[src/rtl/flash_guard_pkg.sv]
// Package: shared types and field positions of the flash region protection checker.
// Assumes permission vectors keep read in bit 0, program in bit 1 and erase in bit 2.
package flash_guard_pkg;

    typedef enum logic [1:0] {
        OP_READ  = 2'd0,
        OP_PROG  = 2'd1,
        OP_ERASE = 2'd2,
        OP_RSVD  = 2'd3
    } fg_op_e;

    // Permission triple; packing puts rd at bit 0.
    typedef struct packed {
        logic erase;
        logic prog;
        logic rd;
    } fg_perm_t;

    // Flag positions inside a region write word; base and size follow them.
    localparam int RGN_EN_BIT    = 0;
    localparam int RGN_RD_BIT    = 1;
    localparam int RGN_PROG_BIT  = 2;
    localparam int RGN_ERASE_BIT = 3;
    localparam int RGN_FLAGS_W   = 4;

endpackage

[src/rtl/flash_guard_cfg.sv]
// Module: configuration store of the protection checker.
// Holds the region settings, the default permissions and the per-bank erase
// enables, together with the locks that make them read-only once closed.
// Assumes a write and a lock close for the same entry never share a cycle.
module flash_guard_cfg
    import flash_guard_pkg::*;
#(
    parameter int NUM_RGN  = 8,
    parameter int NUM_BANK = 2,
    parameter int PAGE_W   = 9,
    localparam int RGN_IW  = (NUM_RGN > 1) ? $clog2(NUM_RGN) : 1,
    localparam int BANK_IW = (NUM_BANK > 1) ? $clog2(NUM_BANK) : 1,
    localparam int RGN_DW  = RGN_FLAGS_W + 2 * PAGE_W
) (
    input  logic                             clk,
    input  logic                             rst_n,
    input  logic                             rgn_wr,
    input  logic [RGN_IW-1:0]                rgn_idx,
    input  logic [RGN_DW-1:0]                rgn_wdata,
    input  logic                             dflt_wr,
    input  logic [2:0]                       dflt_wdata,
    input  logic                             bank_wr,
    input  logic [BANK_IW-1:0]               bank_idx,
    input  logic                             bank_wdata,
    input  logic                             rgn_lock_clr,
    input  logic [RGN_IW-1:0]                rgn_lock_idx,
    input  logic                             bank_lock_clr,
    input  logic [BANK_IW-1:0]               bank_lock_idx,
    output logic [NUM_RGN-1:0]               rgn_en,
    output logic [NUM_RGN-1:0]               rgn_rd,
    output logic [NUM_RGN-1:0]               rgn_prog,
    output logic [NUM_RGN-1:0]               rgn_erase,
    output logic [NUM_RGN-1:0][PAGE_W-1:0]   rgn_base,
    output logic [NUM_RGN-1:0][PAGE_W-1:0]   rgn_size,
    output fg_perm_t                         dflt_perm,
    output logic [NUM_BANK-1:0]              bank_erase_en
);

    logic [NUM_RGN-1:0]  rgn_unlk;
    logic [NUM_BANK-1:0] bank_unlk;

    // Region locks: open at reset, closed once by a lock pulse.
    always_ff @(posedge clk) begin
        if (!rst_n) begin
            rgn_unlk <= '1;
        end else begin
            for (int i = 0; i < NUM_RGN; i++) begin
                if (rgn_lock_clr && (rgn_lock_idx == RGN_IW'(i))) rgn_unlk[i] <= 1'b0;
            end
        end
    end

    // Bank locks: open at reset, closed once by a lock pulse.
    always_ff @(posedge clk) begin
        if (!rst_n) begin
            bank_unlk <= '1;
        end else begin
            for (int b = 0; b < NUM_BANK; b++) begin
                if (bank_lock_clr && (bank_lock_idx == BANK_IW'(b))) bank_unlk[b] <= 1'b0;
            end
        end
    end

    // Region settings: a write lands only in the addressed, unlocked region.
    always_ff @(posedge clk) begin
        if (!rst_n) begin
            rgn_en    <= '0;
            rgn_rd    <= '0;
            rgn_prog  <= '0;
            rgn_erase <= '0;
            rgn_base  <= '0;
            rgn_size  <= '0;
        end else begin
            for (int i = 0; i < NUM_RGN; i++) begin
                if (rgn_wr && (rgn_idx == RGN_IW'(i)) && rgn_unlk[i]) begin
                    rgn_en[i]    <= rgn_wdata[RGN_EN_BIT];
                    rgn_rd[i]    <= rgn_wdata[RGN_RD_BIT];
                    rgn_prog[i]  <= rgn_wdata[RGN_PROG_BIT];
                    rgn_erase[i] <= rgn_wdata[RGN_ERASE_BIT];
                    rgn_base[i]  <= rgn_wdata[RGN_FLAGS_W +: PAGE_W];
                    rgn_size[i]  <= rgn_wdata[RGN_FLAGS_W + PAGE_W +: PAGE_W];
                end
            end
        end
    end

    // Default permissions: no lock guards them.
    always_ff @(posedge clk) begin
        if (!rst_n)       dflt_perm <= '0;
        else if (dflt_wr) dflt_perm <= fg_perm_t'(dflt_wdata);
    end

    // Bank erase enables: a write lands only in the addressed, unlocked bank.
    always_ff @(posedge clk) begin
        if (!rst_n) begin
            bank_erase_en <= '0;
        end else begin
            for (int b = 0; b < NUM_BANK; b++) begin
                if (bank_wr && (bank_idx == BANK_IW'(b)) && bank_unlk[b]) bank_erase_en[b] <= bank_wdata;
            end
        end
    end

    for (genvar g = 0; g < NUM_RGN; g++) begin : g_rgn_chk
        assert_rgn_lock_sticky_R8: assert property (@(posedge clk) disable iff (!rst_n)
            !rgn_unlk[g] |=> !rgn_unlk[g]);
        assert_rgn_locked_stable_R8: assert property (@(posedge clk) disable iff (!rst_n)
            !rgn_unlk[g] |=> ($stable(rgn_en[g]) && $stable(rgn_rd[g]) && $stable(rgn_prog[g])
                              && $stable(rgn_erase[g]) && $stable(rgn_base[g]) && $stable(rgn_size[g])));
    end

    for (genvar g = 0; g < NUM_BANK; g++) begin : g_bank_chk
        assert_bank_lock_sticky_R9: assert property (@(posedge clk) disable iff (!rst_n)
            !bank_unlk[g] |=> !bank_unlk[g]);
        assert_bank_locked_stable_R9: assert property (@(posedge clk) disable iff (!rst_n)
            !bank_unlk[g] |=> $stable(bank_erase_en[g]));
    end

endmodule

[src/rtl/flash_guard_match.sv]
// Module: region matcher of the protection checker, purely combinational.
// Finds every enabled region whose page window holds the page, grants the
// lowest-numbered hit, and yields that region's permissions or the default set.
// Assumes base and size are counted in pages; the end sum is one bit wider.
module flash_guard_match
    import flash_guard_pkg::*;
#(
    parameter int NUM_RGN = 8,
    parameter int PAGE_W  = 9
) (
    input  logic [PAGE_W-1:0]               page,
    input  logic [NUM_RGN-1:0]              rgn_en,
    input  logic [NUM_RGN-1:0]              rgn_rd,
    input  logic [NUM_RGN-1:0]              rgn_prog,
    input  logic [NUM_RGN-1:0]              rgn_erase,
    input  logic [NUM_RGN-1:0][PAGE_W-1:0]  rgn_base,
    input  logic [NUM_RGN-1:0][PAGE_W-1:0]  rgn_size,
    input  fg_perm_t                        dflt_perm,
    output logic [NUM_RGN-1:0]              hit_vec,
    output logic [NUM_RGN-1:0]              sel_vec,
    output fg_perm_t                        perm
);

    // Window test per region, with a widened end so the range never wraps.
    always_comb begin
        logic [PAGE_W:0] lim;
        for (int i = 0; i < NUM_RGN; i++) begin
            lim        = {1'b0, rgn_base[i]} + {1'b0, rgn_size[i]};
            hit_vec[i] = rgn_en[i] && (page >= rgn_base[i]) && ({1'b0, page} < lim);
        end
    end

    // Priority pick: the lowest-numbered hit wins.
    always_comb begin
        logic found;
        found   = 1'b0;
        sel_vec = '0;
        for (int i = 0; i < NUM_RGN; i++) begin
            if (hit_vec[i] && !found) begin
                sel_vec[i] = 1'b1;
                found      = 1'b1;
            end
        end
    end

    // Permission mux: the granted region or, failing that, the default set.
    always_comb begin
        perm = dflt_perm;
        for (int i = 0; i < NUM_RGN; i++) begin
            if (sel_vec[i]) perm = '{erase: rgn_erase[i], prog: rgn_prog[i], rd: rgn_rd[i]};
        end
    end

endmodule

[src/rtl/flash_guard.sv]
// Module: flash region protection checker, top level.
// Decides on each request strobe whether the operation is permitted. It gives
// the verdict one cycle later and keeps the page and bank of the last refusal.
// Assumes a request's fields are steady in the cycle its strobe is high.
module flash_guard
    import flash_guard_pkg::*;
#(
    parameter int NUM_RGN  = 8,
    parameter int NUM_BANK = 2,
    parameter int PAGE_W   = 9,
    localparam int RGN_IW  = (NUM_RGN > 1) ? $clog2(NUM_RGN) : 1,
    localparam int BANK_IW = (NUM_BANK > 1) ? $clog2(NUM_BANK) : 1,
    localparam int RGN_DW  = RGN_FLAGS_W + 2 * PAGE_W
) (
    input  logic                 clk,
    input  logic                 rst_n,
    input  logic                 req_valid,
    input  logic [1:0]           req_op,
    input  logic                 req_bank_erase,
    input  logic [PAGE_W-1:0]    req_page,
    input  logic [BANK_IW-1:0]   req_bank,
    input  logic                 rgn_wr,
    input  logic [RGN_IW-1:0]    rgn_idx,
    input  logic [RGN_DW-1:0]    rgn_wdata,
    input  logic                 dflt_wr,
    input  logic [2:0]           dflt_wdata,
    input  logic                 bank_wr,
    input  logic [BANK_IW-1:0]   bank_idx,
    input  logic                 bank_wdata,
    input  logic                 rgn_lock_clr,
    input  logic [RGN_IW-1:0]    rgn_lock_idx,
    input  logic                 bank_lock_clr,
    input  logic [BANK_IW-1:0]   bank_lock_idx,
    output logic                 resp_valid,
    output logic                 resp_allow,
    output logic [PAGE_W-1:0]    err_page,
    output logic [BANK_IW-1:0]   err_bank
);

    logic [NUM_RGN-1:0]             rgn_en, rgn_rd, rgn_prog, rgn_erase;
    logic [NUM_RGN-1:0][PAGE_W-1:0] rgn_base, rgn_size;
    fg_perm_t                       dflt_perm, perm;
    logic [NUM_BANK-1:0]            bank_erase_en;
    logic [NUM_RGN-1:0]             hit_vec, sel_vec;
    fg_op_e                         op;
    logic                           allow_d;

    assign op = fg_op_e'(req_op);

    flash_guard_cfg #(
        .NUM_RGN (NUM_RGN),
        .NUM_BANK(NUM_BANK),
        .PAGE_W  (PAGE_W)
    ) u_cfg (
        .clk          (clk),
        .rst_n        (rst_n),
        .rgn_wr       (rgn_wr),
        .rgn_idx      (rgn_idx),
        .rgn_wdata    (rgn_wdata),
        .dflt_wr      (dflt_wr),
        .dflt_wdata   (dflt_wdata),
        .bank_wr      (bank_wr),
        .bank_idx     (bank_idx),
        .bank_wdata   (bank_wdata),
        .rgn_lock_clr (rgn_lock_clr),
        .rgn_lock_idx (rgn_lock_idx),
        .bank_lock_clr(bank_lock_clr),
        .bank_lock_idx(bank_lock_idx),
        .rgn_en       (rgn_en),
        .rgn_rd       (rgn_rd),
        .rgn_prog     (rgn_prog),
        .rgn_erase    (rgn_erase),
        .rgn_base     (rgn_base),
        .rgn_size     (rgn_size),
        .dflt_perm    (dflt_perm),
        .bank_erase_en(bank_erase_en)
    );

    flash_guard_match #(
        .NUM_RGN(NUM_RGN),
        .PAGE_W (PAGE_W)
    ) u_match (
        .page     (req_page),
        .rgn_en   (rgn_en),
        .rgn_rd   (rgn_rd),
        .rgn_prog (rgn_prog),
        .rgn_erase(rgn_erase),
        .rgn_base (rgn_base),
        .rgn_size (rgn_size),
        .dflt_perm(dflt_perm),
        .hit_vec  (hit_vec),
        .sel_vec  (sel_vec),
        .perm     (perm)
    );

    // Verdict: bank erase obeys the bank enable only, the rest obey the matched permissions.
    always_comb begin
        case (op)
            OP_READ:  allow_d = perm.rd;
            OP_PROG:  allow_d = perm.prog;
            OP_ERASE: allow_d = req_bank_erase ? bank_erase_en[req_bank] : perm.erase;
            default:  allow_d = 1'b0;
        endcase
    end

    // Response register: verdict one cycle after the strobe.
    always_ff @(posedge clk) begin
        if (!rst_n) begin
            resp_valid <= 1'b0;
            resp_allow <= 1'b0;
        end else begin
            resp_valid <= req_valid;
            resp_allow <= req_valid && allow_d;
        end
    end

    // Error capture: page and bank of every refused request.
    always_ff @(posedge clk) begin
        if (!rst_n) begin
            err_page <= '0;
            err_bank <= '0;
        end else if (req_valid && !allow_d) begin
            err_page <= req_page;
            err_bank <= req_bank;
        end
    end

    assert_resp_follows_req_R2: assert property (@(posedge clk) disable iff (!rst_n)
        req_valid |=> resp_valid);
    assert_no_resp_without_req_R2: assert property (@(posedge clk) disable iff (!rst_n)
        !req_valid |=> (!resp_valid && !resp_allow));
    assert_single_grant_R4: assert property (@(posedge clk) disable iff (!rst_n)
        $onehot0(sel_vec) && ((sel_vec & ~hit_vec) == '0));
    assert_grant_when_hit_R4: assert property (@(posedge clk) disable iff (!rst_n)
        (hit_vec != '0) |-> (sel_vec != '0));
    assert_lowest_wins_R4: assert property (@(posedge clk) disable iff (!rst_n)
        ((sel_vec - 1'b1) & hit_vec) == '0);
    assert_rsvd_denied_R6: assert property (@(posedge clk) disable iff (!rst_n)
        (req_valid && req_op == 2'd3) |=> !resp_allow);
    assert_bank_erase_R7: assert property (@(posedge clk) disable iff (!rst_n)
        (req_valid && req_op == 2'd2 && req_bank_erase) |=> (resp_allow == $past(bank_erase_en[req_bank])));
    assert_err_capture_R10: assert property (@(posedge clk) disable iff (!rst_n)
        (resp_valid && !resp_allow) |-> (err_page == $past(req_page) && err_bank == $past(req_bank)));
    assert_err_hold_R10: assert property (@(posedge clk) disable iff (!rst_n)
        !(resp_valid && !resp_allow) |-> ($stable(err_page) && $stable(err_bank)));

endmodule

[config.mk]
export PLATFORM = sky130hd
export DESIGN_NAME = flash_guard
export DESIGN_NICKNAME = d
export VERILOG_FILES = /design/src/rtl/flash_guard_pkg.sv /design/src/rtl/flash_guard_cfg.sv /design/src/rtl/flash_guard_match.sv /design/src/rtl/flash_guard.sv
export SDC_FILE = /design/constraint.sdc
export NUM_CORES = 1
export LEC_CHECK = 0
export ABC_AREA = 1
export BUFFER_PORTS_ARGS = -buffer_cell sky130_fd_sc_hd__buf_4
export CAP_MARGIN = 5
export CORE_UTILIZATION = 40
export DETAILED_ROUTE_END_ITERATION = 16
export PLACE_DENSITY_LB_ADDON = 0.25
export SYNTH_ARGS = -nofsm -noshare
export SYNTH_HDL_FRONTEND = slang
export SYNTH_SLANG_ARGS = --single-unit
[constraint.sdc]
create_clock -name clk -period 4.3 [get_ports clk]
set_clock_uncertainty 0.2 [all_clocks]
set_input_delay 0.86 -clock clk [delete_from_list [all_inputs] [get_ports clk]]
set_output_delay 0.86 -clock clk [all_outputs]
set_load 0.01 [all_outputs]
Yosys cells after proc, flatten, opt, wreduce, memory -nomap -nowiden:

Index checks and enable logic that the tools add are counted.
W data, S select, Z words.

* output and inout bits: 12
* logic and storage cells: 202
* register bits: 203
* input port bits: 55

* equal/unequal tests: 16
* muxes and demuxes: 26
* bitwise logic cells: 2
* add/sub/neg operators: 8
* magnitude comparators: 17
* reductions and logical operators: 66

Operators with widths (number)
* $add A9 B9 Y10: 8
* $lt A9 B10 Y1: 8
* $ge A9 B9 Y1: 8
* $logic_and A1 B1 Y1: 55
* $eq A3 B3 Y1 const B: 8
* $mux W3: 8
* $mux W1: 17
* $eq A3 B2 Y1 const B: 4
* $logic_not A1 Y1: 8
* $eq A3 B1 Y1 const B: 2
* $logic_not A3 Y1: 2
* $pmux W1 S3: 1
* $eq A2 B1 Y1 const B: 1
* $eq A2 B2 Y1 const B: 1
* $logic_not A2 Y1: 1
* $lt A1 B2 Y1 const B: 1
* $not A1 Y1: 2

Logic depth before layout (Yosys ltp):

Gate-level depths: netlist of run 1.

* depth in word-level cells: 30
* gate-level depth with buffers: 36
* depth with buffers taken out: 35

Hierarchy:

From an unflattened synthesis of run 1, not the netlist that was laid out.

* cells, all modules: 2128
* area total of the unflattened synthesis: 14531.4 sq um

By module, submodules not included
* flash_guard_cfg: seq. area each 3823.7 sq um, cells an instance 1084, times used 1, area each 7432.1 sq um
* flash_guard_match: seq. area each 0.0 sq um, cells an instance 963, times used 1, area each 6545.0 sq um
* flash_guard: seq. area each 240.2 sq um, cells an instance 81, times used 1, area each 554.3 sq um

Worst setup path before layout of run 1:

No wires, ideal clock.

* path type: reg-to-reg
* from: reg u_cfg.rgn_base[0] (netlist bit)
* to: reg err_bank
* stages on the path, launching flop included: 29
* buffers on the path: 1
* arrival time: 3.561 ns
* library setup time: 0.113 ns
* slack: 0.427 ns
* period minus slack after synthesis: 3.873 ns
* data required time: 3.987 ns
* cell sequence: dfxtp_1 ha_1 inv_1 fa_1 o21ai_0 a21oi_1 o21ai_0 nand2_1 nand2_1 a21oi_1 xor2_1 ha_1 nand2_1 nand2_1 nand2_4 nand2_8 nand2_4 nor2_8 nand3_4 or2_0 nand3_1 nand2_1 nand2_1 nand2_1 nand2_2 nand4_2 buf_4 nor2_1 nor2_1

* cells in the longest elaborated chain, start to end: 30
* elaborated cells between the ends (all ways): 45
* classes of those cells: 1 x add/sub; 2 x order compare; 24 x mux; 18 x reduce/logical

RTL lines
* from (decl): line flash_guard_cfg.sv:33 `output logic [NUM_RGN-1:0][PAGE_W-1:0] rgn_base,`
* from (signal, indexed assignment): line flash_guard_cfg.sv:80 `rgn_base[i] <= rgn_wdata[RGN_FLAGS_W +: PAGE_W];`
* $add A9 B9 Y10 / $ge A9 B9 Y1 (equally long branches): line flash_guard_match.sv:28, flash_guard_match.sv:29
* $lt A9 B10 Y1 / $logic_and A1 B1 Y1 (equally long branches): line flash_guard_match.sv:29 `hit_vec[i] = rgn_en[i] && (page >= rgn_base[i]) && ({1'b0, page} < lim);`
* $logic_and A1 B1 Y1 (*): line flash_guard_match.sv:29
* $mux W1 (*): line flash_guard_match.sv:39 `if (hit_vec[i] && !found) begin`
* $logic_not A1 Y1: line flash_guard_match.sv:39
* $logic_and A1 B1 Y1: line flash_guard_match.sv:39
* $mux W1: line flash_guard_match.sv:39
* $logic_not A1 Y1: line flash_guard_match.sv:39
* [... 14 more ...]
* $logic_not A1 Y1: line flash_guard_match.sv:39
* $logic_and A1 B1 Y1: line flash_guard_match.sv:39
* $mux W1: line flash_guard_match.sv:39
* $mux W3 (*): line flash_guard_match.sv:50 `if (sel_vec[i]) perm = '{erase: rgn_erase[i], prog: rgn_prog[i], rd: rgn_rd[i]};`
* $mux W1: line flash_guard.sv:101 `OP_ERASE: allow_d = req_bank_erase ? bank_erase_en[req_bank] : perm.erase;`
* $pmux W1 S3 (*): line flash_guard.sv:98 `case (op)`
* $logic_not A1 Y1 (*): line flash_guard.sv:122 `end else if (req_valid && !allow_d) begin`
* $logic_and A1 B1 Y1 (*): line flash_guard.sv:122
* to (signal assigned): line flash_guard.sv:124 `err_bank <= req_bank;`
* to (decl): line flash_guard.sv:37 `output logic [BANK_IW-1:0] err_bank`

Every way passes the cells marked *; elsewhere a longest branch is shown, timed or not.
A chain may end at the register's enable or synchronous reset.

Worst setup path after layout of run 1:

* from: reg u_cfg.rgn_base[18] (netlist bit)
* to: reg err_bank

* cells in the longest elaborated chain, start to end: 25
* elaborated cells between the ends (all ways): 37
* classes of those cells: 1 x add/sub; 2 x order compare; 19 x mux; 15 x reduce/logical

RTL lines (line)
* $add A9 B9 Y10 / $ge A9 B9 Y1 (equally long branches): flash_guard_match.sv:28, flash_guard_match.sv:29
* $lt A9 B10 Y1 / $logic_and A1 B1 Y1 (equally long branches): flash_guard_match.sv:29
* $logic_and A1 B1 Y1 (*): flash_guard_match.sv:29
* $logic_and A1 B1 Y1 (*): flash_guard_match.sv:39
* $mux W1: flash_guard_match.sv:39
* $logic_not A1 Y1: flash_guard_match.sv:39
* $logic_and A1 B1 Y1: flash_guard_match.sv:39
* $mux W1: flash_guard_match.sv:39
* [... 9 more ...]
* $logic_not A1 Y1: flash_guard_match.sv:39
* $logic_and A1 B1 Y1: flash_guard_match.sv:39
* $mux W1: flash_guard_match.sv:39
* $mux W3 (*): flash_guard_match.sv:50
* $mux W1: flash_guard.sv:101
* $pmux W1 S3 (*): flash_guard.sv:98
* $logic_not A1 Y1 (*): flash_guard.sv:122
* $logic_and A1 B1 Y1 (*): flash_guard.sv:122

Marked as above.

==> results by group, run 1 <==
Global route
  – Largest net degree at the start of global routing: 181
  – GR Util All Layers: 22.7%
  – Global-route wire length before repair: 62,400 um
  – Vias in the first global route: 11,600
  – Overflow after GRT: 0
  – Initial antenna violation count: 0

Logic synthesis
  – Number of synthesized flops with an enable pin: 0
  – Synth Cell Area: 13,600 um^2
  – Top FF cell, synth: dfxtp_1
  – YS warnings: 0
  – Cells after Synth: 1,877
  – Register area share after synthesis: 29.9%
  – Synth cell types: 47
  – Avg Cell Area, Syn: 7.25 um^2
  – Yosys reg bits: 203
  – Fraction of registers with async set/reset: 0%
  – Mapped Nets: 2,148

Setup path
  – Startpoint Class: register
  – WS Path Type: reg -> reg
  – Setup crit end kind: register
  – Worst path bufs/invs: 7
  – Slowest stage delay, CP: 0.37 ns
  – Family with the most delay on the worst path: simple AND/OR/NAND/NOR gates
  – Worst endpoint required time: 4.52 ns
  – Crit path DAT: 4.33 ns
  – Slowest cell on crit path: fa_2
  – Crit-path max FO: 5
  – Most frequent CP cell: nand2_1

Finish
  – Area Overhead vs Synth: 18.1%
  – Diodes inserted: 0
  – Final instance area: 16,100 um^2
  – NumNets Final: 2,216
  – Share of layout cells above drive strength 1: 12.9%

CTS
  – Clock Tree Buf Depth: 3
  – CTS Sinks: 203
  – Root Buffer: clkbuf_16
  – Hold-fix buffers, CTS: 0
  – Clock latency at the later pin of the worst-skew pair: 0.52 ns
  – CTS clk-pin slew, worst paths: 0.07 ns
  – CTS Buf Count: 24
  – CTS tree: yes
  – H-tree depth: 1

Route
  – DR vias: 12,500
  – Wirelength per Cell: 16.9 um
  – DR vias/cell: 5.17
  – Post-route DRC: 0
  – Drt first-iter violations: 780
  – TritonRoute pass-1 iters: 5
  – Routed Antenna Nets: 0
  – Post-Route WL: 40,900 um

Placement
  – GPL Wtd Cong: 0.875
  – DP HPWL: 27,200 um
  – Dpl cell area: 14,600 um^2
  – IO Port Bufs: 66

Run
  – Max_cap viols: 0

Pwr
  – Lkg Pwr: 7.08 nW
  – Max IR drop VDD: 0.276 mV
  – PwrDens: 322 nW/um^2

Floorplan
  – Die height: 186 um
  – Initial Util: 40.6%
  – Die width: 186 um
  – Top Ports: 67
  – Cell row count: 67
  – Core area: 33,500 um^2
  – Die area: 34,800 um^2

Min path
  – Hold crit path type: reg -> reg

STA
  – RSZ-0062 raised after global routing: yes
  – Slew Limit Fails: 0
  – Crit share post-route: 95.7%
  – Final hold violations: 0
  – Final TNS setup: 0 ns
  – Fmax: 243 MHz
  – Worst-Margin Slew: 0.917 ns
  – Setup violators final: 0
  – Final min period: 4.12 ns
  – Rel. slew slack: 38.8%

Run status
  – Status: complete, no violations
## flip-flops by register name, summed over array words and instances (netlist names), 2 cells and up
| register | cells |
|---|---|
| u_cfg.rgn_base | 72 |
| u_cfg.rgn_size | 72 |
| err_page | 9 |
| u_cfg.rgn_en | 8 |
| u_cfg.rgn_erase | 8 |
| u_cfg.rgn_prog | 8 |
| u_cfg.rgn_rd | 8 |
| u_cfg.rgn_unlk | 8 |
| u_cfg.dflt_perm | 3 |
| u_cfg.bank_erase_en | 2 |
| u_cfg.bank_unlk | 2 |
## synth_stat cells, drive strengths merged, types with 3 or more instances
master	number	area share [%]
nor2	301	8.5
xor2	41	2.6
a211oi	3	0.17
nand4	33	1.6
o21bai	5	0.36
a21boi	3	0.17
nand3b	7	0.39
a31oi	8	0.37
inv	204	5.6
ha	208	19
o21a	7	0.39
o211ai	5	0.28
a21oi	187	7.1
dfxtp	203	30
nor3	7	0.26
nand3	30	1.4
buf	5	0.25
xnor2	14	0.90
o21ai	225	8.3
fa	8	1.2
clkbuf	51	1.4
nand2	303	8.7
a21o	7	0.39
## what timing repair did
item	CTS	global route
buffers inserted	0	12
endpoints found under the setup margin	5	11
gates cloned	0	2
resized for setup	1	119
pin swaps	0	42
## where the power goes
group / internal [mW] / total (mW) / switching, mW
registers: 1.96 / 2.01 / 0.0506
logic: 0.342 / 0.889 / 0.547
clock network: 1.41 / 2.27 / 0.858
total: 3.71 / 5.17 / 1.46
## routing by layer
layer | vias up | track usage (%) | part of all wire, %
li1 | 6374 | - | -
met1 | 5784 | 30.1 | 47
met2 | 243 | 39.1 | 47
met3 | 59 | 2.39 | 4.0
met4 | 0 | 6.13 | 2.3
met5 | - | 0 | 0
## placed cells by master (no fill, tap or decap), types with 4 or more instances in the layout
cell       count
dfxtp_1      187
o21ai_0      210
nor2_4         6
bufinv_16      5
o21bai_1       4
xnor2_1       13
nand4_1       31
a21oi_2        8
o21ai_2        7
nor3_1         6
inv_2          8
nand3b_1       7
ha_1         191
nand2_2       13
a31oi_1        8
fa_2           7
a21oi_4        4
buf_4         93
clkinv_2       6
o21ai_1        8
nor2_2         6
a21o_1         7
o211ai_1       5
clkbuf_16     27
nand3_1       24
inv_1        195
dfxtp_2       14
ha_4          14
nand2_1      284
o21a_1         7
a21oi_1      175
nor2_1       288
xor2_1        41
nand2_4        5
## cell type report
type / count / area, um^2
multi-input cells: 1414 / 8960
fillers: 3341 / 17500
well taps: 448 / 561
flip-flops and latches: 203 / 4090
clock buffers: 29 / 671
inverters: 204 / 768
clock inverters: 15 / 214
repair buffers: 98 / 800
## cells by family after synthesis
group | after synthesis | synth area share [%]
adder cells (fa/ha/maj) | 216 | 20.3
buffers and inverters | 260 | 7.28
AO/OA/AOI/OAI | 454 | 17.7
XOR/XNOR | 55 | 3.54
flip-flops | 203 | 29.9
AND/OR/NAND/NOR | 689 | 21.3
## per-stage QoR
stage	std cells	hold WS [ns]	utilization (%)	total power [mW]	setup WS [ns]
2_1_floorplan	1877	0.218	-	2.57	0.427
3_3_place_gp	2353	0.240	43.5	2.86	0.140
3_5_place_dp	2353	0.248	43.5	2.88	-0.00672
4_1_cts	2397	0.258	46.2	5.15	0.00511
5_1_grt	2411	0.281	47.9	5.40	-0.0712
6_report	2411	0.259	47.9	5.17	0.185
## tightest hold or removal path: stages (launching register included)
cell,delay (ns)
dfxtp_1,0.31
nand2_1,0.06
nand2_1,0.04
## final timing paths
check,start,endpoint,slack (ns),cells after the start
max reg2reg,u_cfg.rgn_base[18],err_bank,0.18,31
min,u_cfg.bank_unlk[1],u_cfg.bank_unlk[1],0.26,2
max,u_cfg.rgn_base[18],err_bank,0.18,31
min reg2reg,u_cfg.bank_unlk[1],u_cfg.bank_unlk[1],0.26,2
(Power assumes the default switching activity.)
==> run 2: changes to the inputs <==
--- a/config.mk
+++ b/config.mk
@@ -8,6 +8,7 @@
 export ABC_AREA = 1
 export BUFFER_PORTS_ARGS = -buffer_cell sky130_fd_sc_hd__buf_4
 export CAP_MARGIN = 5
+export CORE_ASPECT_RATIO = 2
 export CORE_UTILIZATION = 40
 export DETAILED_ROUTE_END_ITERATION = 16
 export PLACE_DENSITY_LB_ADDON = 0.25
==> run 2 against run 1 <==
  * Global-route usage is 1.1 points higher
  * Worst setup slack better by 0.039 ns
  * Register-to-register slack better by 0.04 ns
  * Critical path depth is 10 lower
  * Combinational power hardly changed
  * Routed wire length is 2.7% higher
  * Non-clock buffer count is 4 higher
  * Sequential cell count stayed put
  * Sequential power hardly changed
==> results by group, run 2 (synthesis results as in run 1) <==
Global route
  – Overflow after GRT: 0 (unchanged)
  – GR Util All Layers: 23.9% (was 22.7%)
  – Vias in the first global route: 12,300 (was 11,600)
  – Global-route wire length before repair: 64,300 um (was 62,400 um)
  – Largest net degree at the start of global routing: 64 (was 181)
  – Initial antenna violation count: 0 (unchanged)

Setup path
  – FF-to-FF path depth: 21 (was 31)
  – Crit path DAT: 4.32 ns (was 4.33 ns)
  – Crit-path max FO: 10 (was 5)
  – CP Cell Sequence: ha_1 -> fa_1 -> a21oi_1 -> o21bai_1 -> a21oi_1 -> o21bai_1 -> a21o_1 -> a21oi_1 -> xor2_1 -> ha_1 -> a21o_1 -> a21oi_1 -> nand2_1 -> nor3_1 -> nor3_1 -> nand2_1 -> nand4_4 -> clkbuf_16 -> nand2_1 -> nand2_1 -> nor2_1
  – Setup crit end kind: register (unchanged)
  – Worst endpoint required time: 4.55 ns (was 4.52 ns)
  – WS Path Type: reg -> reg (unchanged)
  – Startpoint Class: register (unchanged)
  – Slowest cell on crit path: fa_1 (was fa_2)
  – Slowest stage delay, CP: 0.40 ns (was 0.37 ns)

STA
  – Rel. slew slack: 37.0% (was 38.8%)
  – Setup violators final: 0 (unchanged)
  – Final setup margin: 0.224 ns (was 0.185 ns)
  – Final hold violations: 0 (unchanged)
  – Slew Limit Fails: 0 (unchanged)
  – RSZ-0062 raised after global routing: yes (unchanged)
  – Worst-Margin Slew: 0.944 ns (was 0.917 ns)
  – Fmax: 245 MHz (was 243 MHz)
  – Crit share post-route: 94.8% (was 95.7%)
  – Final min period: 4.08 ns (was 4.12 ns)

Route
  – Routed Antenna Nets: 0 (unchanged)
  – Post-route DRC: 0 (unchanged)
  – DR vias/cell: 5.23 (was 5.17)
  – Post-Route WL: 42,000 um (was 40,900 um)
  – Drt first-iter violations: 540 (was 780)
  – Wirelength per Cell: 17.5 um (was 16.9 um)
  – Met2 wire length: 22,800 um (was 19,200 um)
  – DR vias: 12,500 (about the same)
  – Met3 Wirelength: 1260 um (was 1650 um)
  – DR top layer: met4 (unchanged)
  – Wl on met1: 15,600 um (was 19,100 um)
  – TritonRoute pass-1 iters: 4 (was 5)

Placement
  – GPL Wtd Cong: 0.919 (was 0.875)
  – DP Worst Slack: 0.00506 ns (was -0.00672 ns)
  – DP Cell Count: 2,352 (was 2,353)
  – DP HPWL: 30,300 um (was 27,200 um)
  – IO Port Bufs: 66 (unchanged)
  – Dpl cell area: 14,700 um^2 (was 14,600 um^2)

CTS
  – Root Buffer: clkbuf_16 (unchanged)
  – CTS Buf Count: 20 (was 24)
  – Clock Tree Buf Depth: 3 (unchanged)
  – CTS Sinks: 203 (unchanged)
  – Hold-fix buffers, CTS: 0 (unchanged)
  – Clock latency at the later pin of the worst-skew pair: 0.51 ns (was 0.52 ns)
  – H-tree depth: 1 (unchanged)
  – CTS tree: yes (unchanged)
  – CTS clk-pin slew, worst paths: 0.06 ns (was 0.07 ns)

Run
  – Max_cap viols: 0 (unchanged)

Finish
  – Most frequent cells in the layout: nor2_1 (294), nand2_1 (291), o21ai_0 (209) (was nor2_1 (288), nand2_1 (284), o21ai_0 (210))
  – Register area: 4080 um^2 (was 4090 um^2)
  – NumNets Final: 2,216 (unchanged)
  – Share of layout cells above drive strength 1: 11.5% (was 12.9%)
  – Area Overhead vs Synth: 15.9% (was 18.1%)
  – Fillers: 3,417 (was 3,341)
  – Biggest regs: u_cfg.rgn_base x72, u_cfg.rgn_size x72, err_page x9 (unchanged)
  – Post-Layout Cell Count: 2,393 (was 2,411)
  – Commonest non-fill, non-tap cell in the layout: nor2_1 (unchanged)
  – Area of the multi-input gates: 8900 um^2 (was 8960 um^2)
  – Diodes inserted: 0 (unchanged)
  – Final instance area: 15,800 um^2 (was 16,100 um^2)

Pwr
  – Lkg Pwr: 6.95 nW (was 7.08 nW)
  – Final Power: 4.68 mW (was 5.17 mW)
  – PwrDens: 297 nW/um^2 (was 322 nW/um^2)
  – Max IR drop VDD: 0.325 mV (was 0.276 mV)

Min path
  – Hold crit path type: reg -> reg (unchanged)
  – Worst hold stages: 2 (unchanged)

Floorplan
  – Initial Util: 40.6% (about the same)
  – Die width: 132 um (was 186 um)
  – Core area: 33,500 um^2 (about the same)
  – Die area: 34,800 um^2 (about the same)
  – Top Ports: 67 (unchanged)
  – Cell row count: 95 (was 67)
  – Die height: 263 um (was 186 um)

Run status
  – Status: complete, no violations (unchanged)
run 2: changes by cell type in the layout (fill, tap and decap cells not counted), moves of 5 or more:
cell,change
nand2_1,+7
nand2_2,-6
nor2_1,+6
clkbuf_1,+5
run 2: cell type report:
class,count,area share (%)
clock inverters,4,0.302
repair buffers,102,5.34
flip-flops and latches,203,25.9
inverters,204,4.86
multi-input cells,1414,56.4
clock buffers,30,3.74
well taps,436,3.46
run 2: worst paths after layout:
kind	startpoint	endpoint	slack, ns
worst max-delay path	u_cfg.rgn_base[63]	err_page[4]	0.22
worst min-delay path	u_cfg.bank_erase_en[1]	u_cfg.bank_erase_en[1]	0.26
worst max register to register	u_cfg.rgn_base[63]	err_page[4]	0.22
worst min register to register	u_cfg.bank_erase_en[1]	u_cfg.bank_erase_en[1]	0.26
run 2: routing by layer:
layer / vias to the layer above / track usage (%)
li1: 6352 / -
met1: 5818 / 23.9
met2: 239 / 47.7
met3: 100 / 1.72
met4: 0 / 12.7
met5: - / 0
run 2: worst max-delay path: cells and delay by family (launching register included):
kind / cells / cell delay [ns]
compound gates: 8 / 1.22
simple gates: 8 / 0.99
fa+ha+maj: 3 / 0.89
flops: 1 / 0.33
buf+inv: 1 / 0.21
xor+xnor: 1 / 0.17
run 2: metrics by stage:
stage | setup TNS (ns) | utilization (%) | hold slack [ns]
5_1_grt | -0.586 | 47.0 | 0.266
3_5_place_dp | 0 | 43.8 | 0.245
6_report | 0 | 47.0 | 0.255
2_1_floorplan | 0 | - | 0.218
3_3_place_gp | 0 | 43.8 | 0.231
4_1_cts | 0 | 45.7 | 0.255
run 2: power by group:
part | switching [mW] | internal, mW | total (mW)
Clock | 0.782 | 1.01 | 1.79
Combinational | 0.543 | 0.344 | 0.887
Sequential | 0.0506 | 1.96 | 2.01
Total | 1.38 | 3.31 | 4.68
run 2: timing repair:
item | CTS | global route
setup buffers | 0 | 5
gates cloned | 0 | 2
endpoints found under the setup margin | 10 | 11
gates resized for setup | 1 | 93
pin swaps | 0 | 13
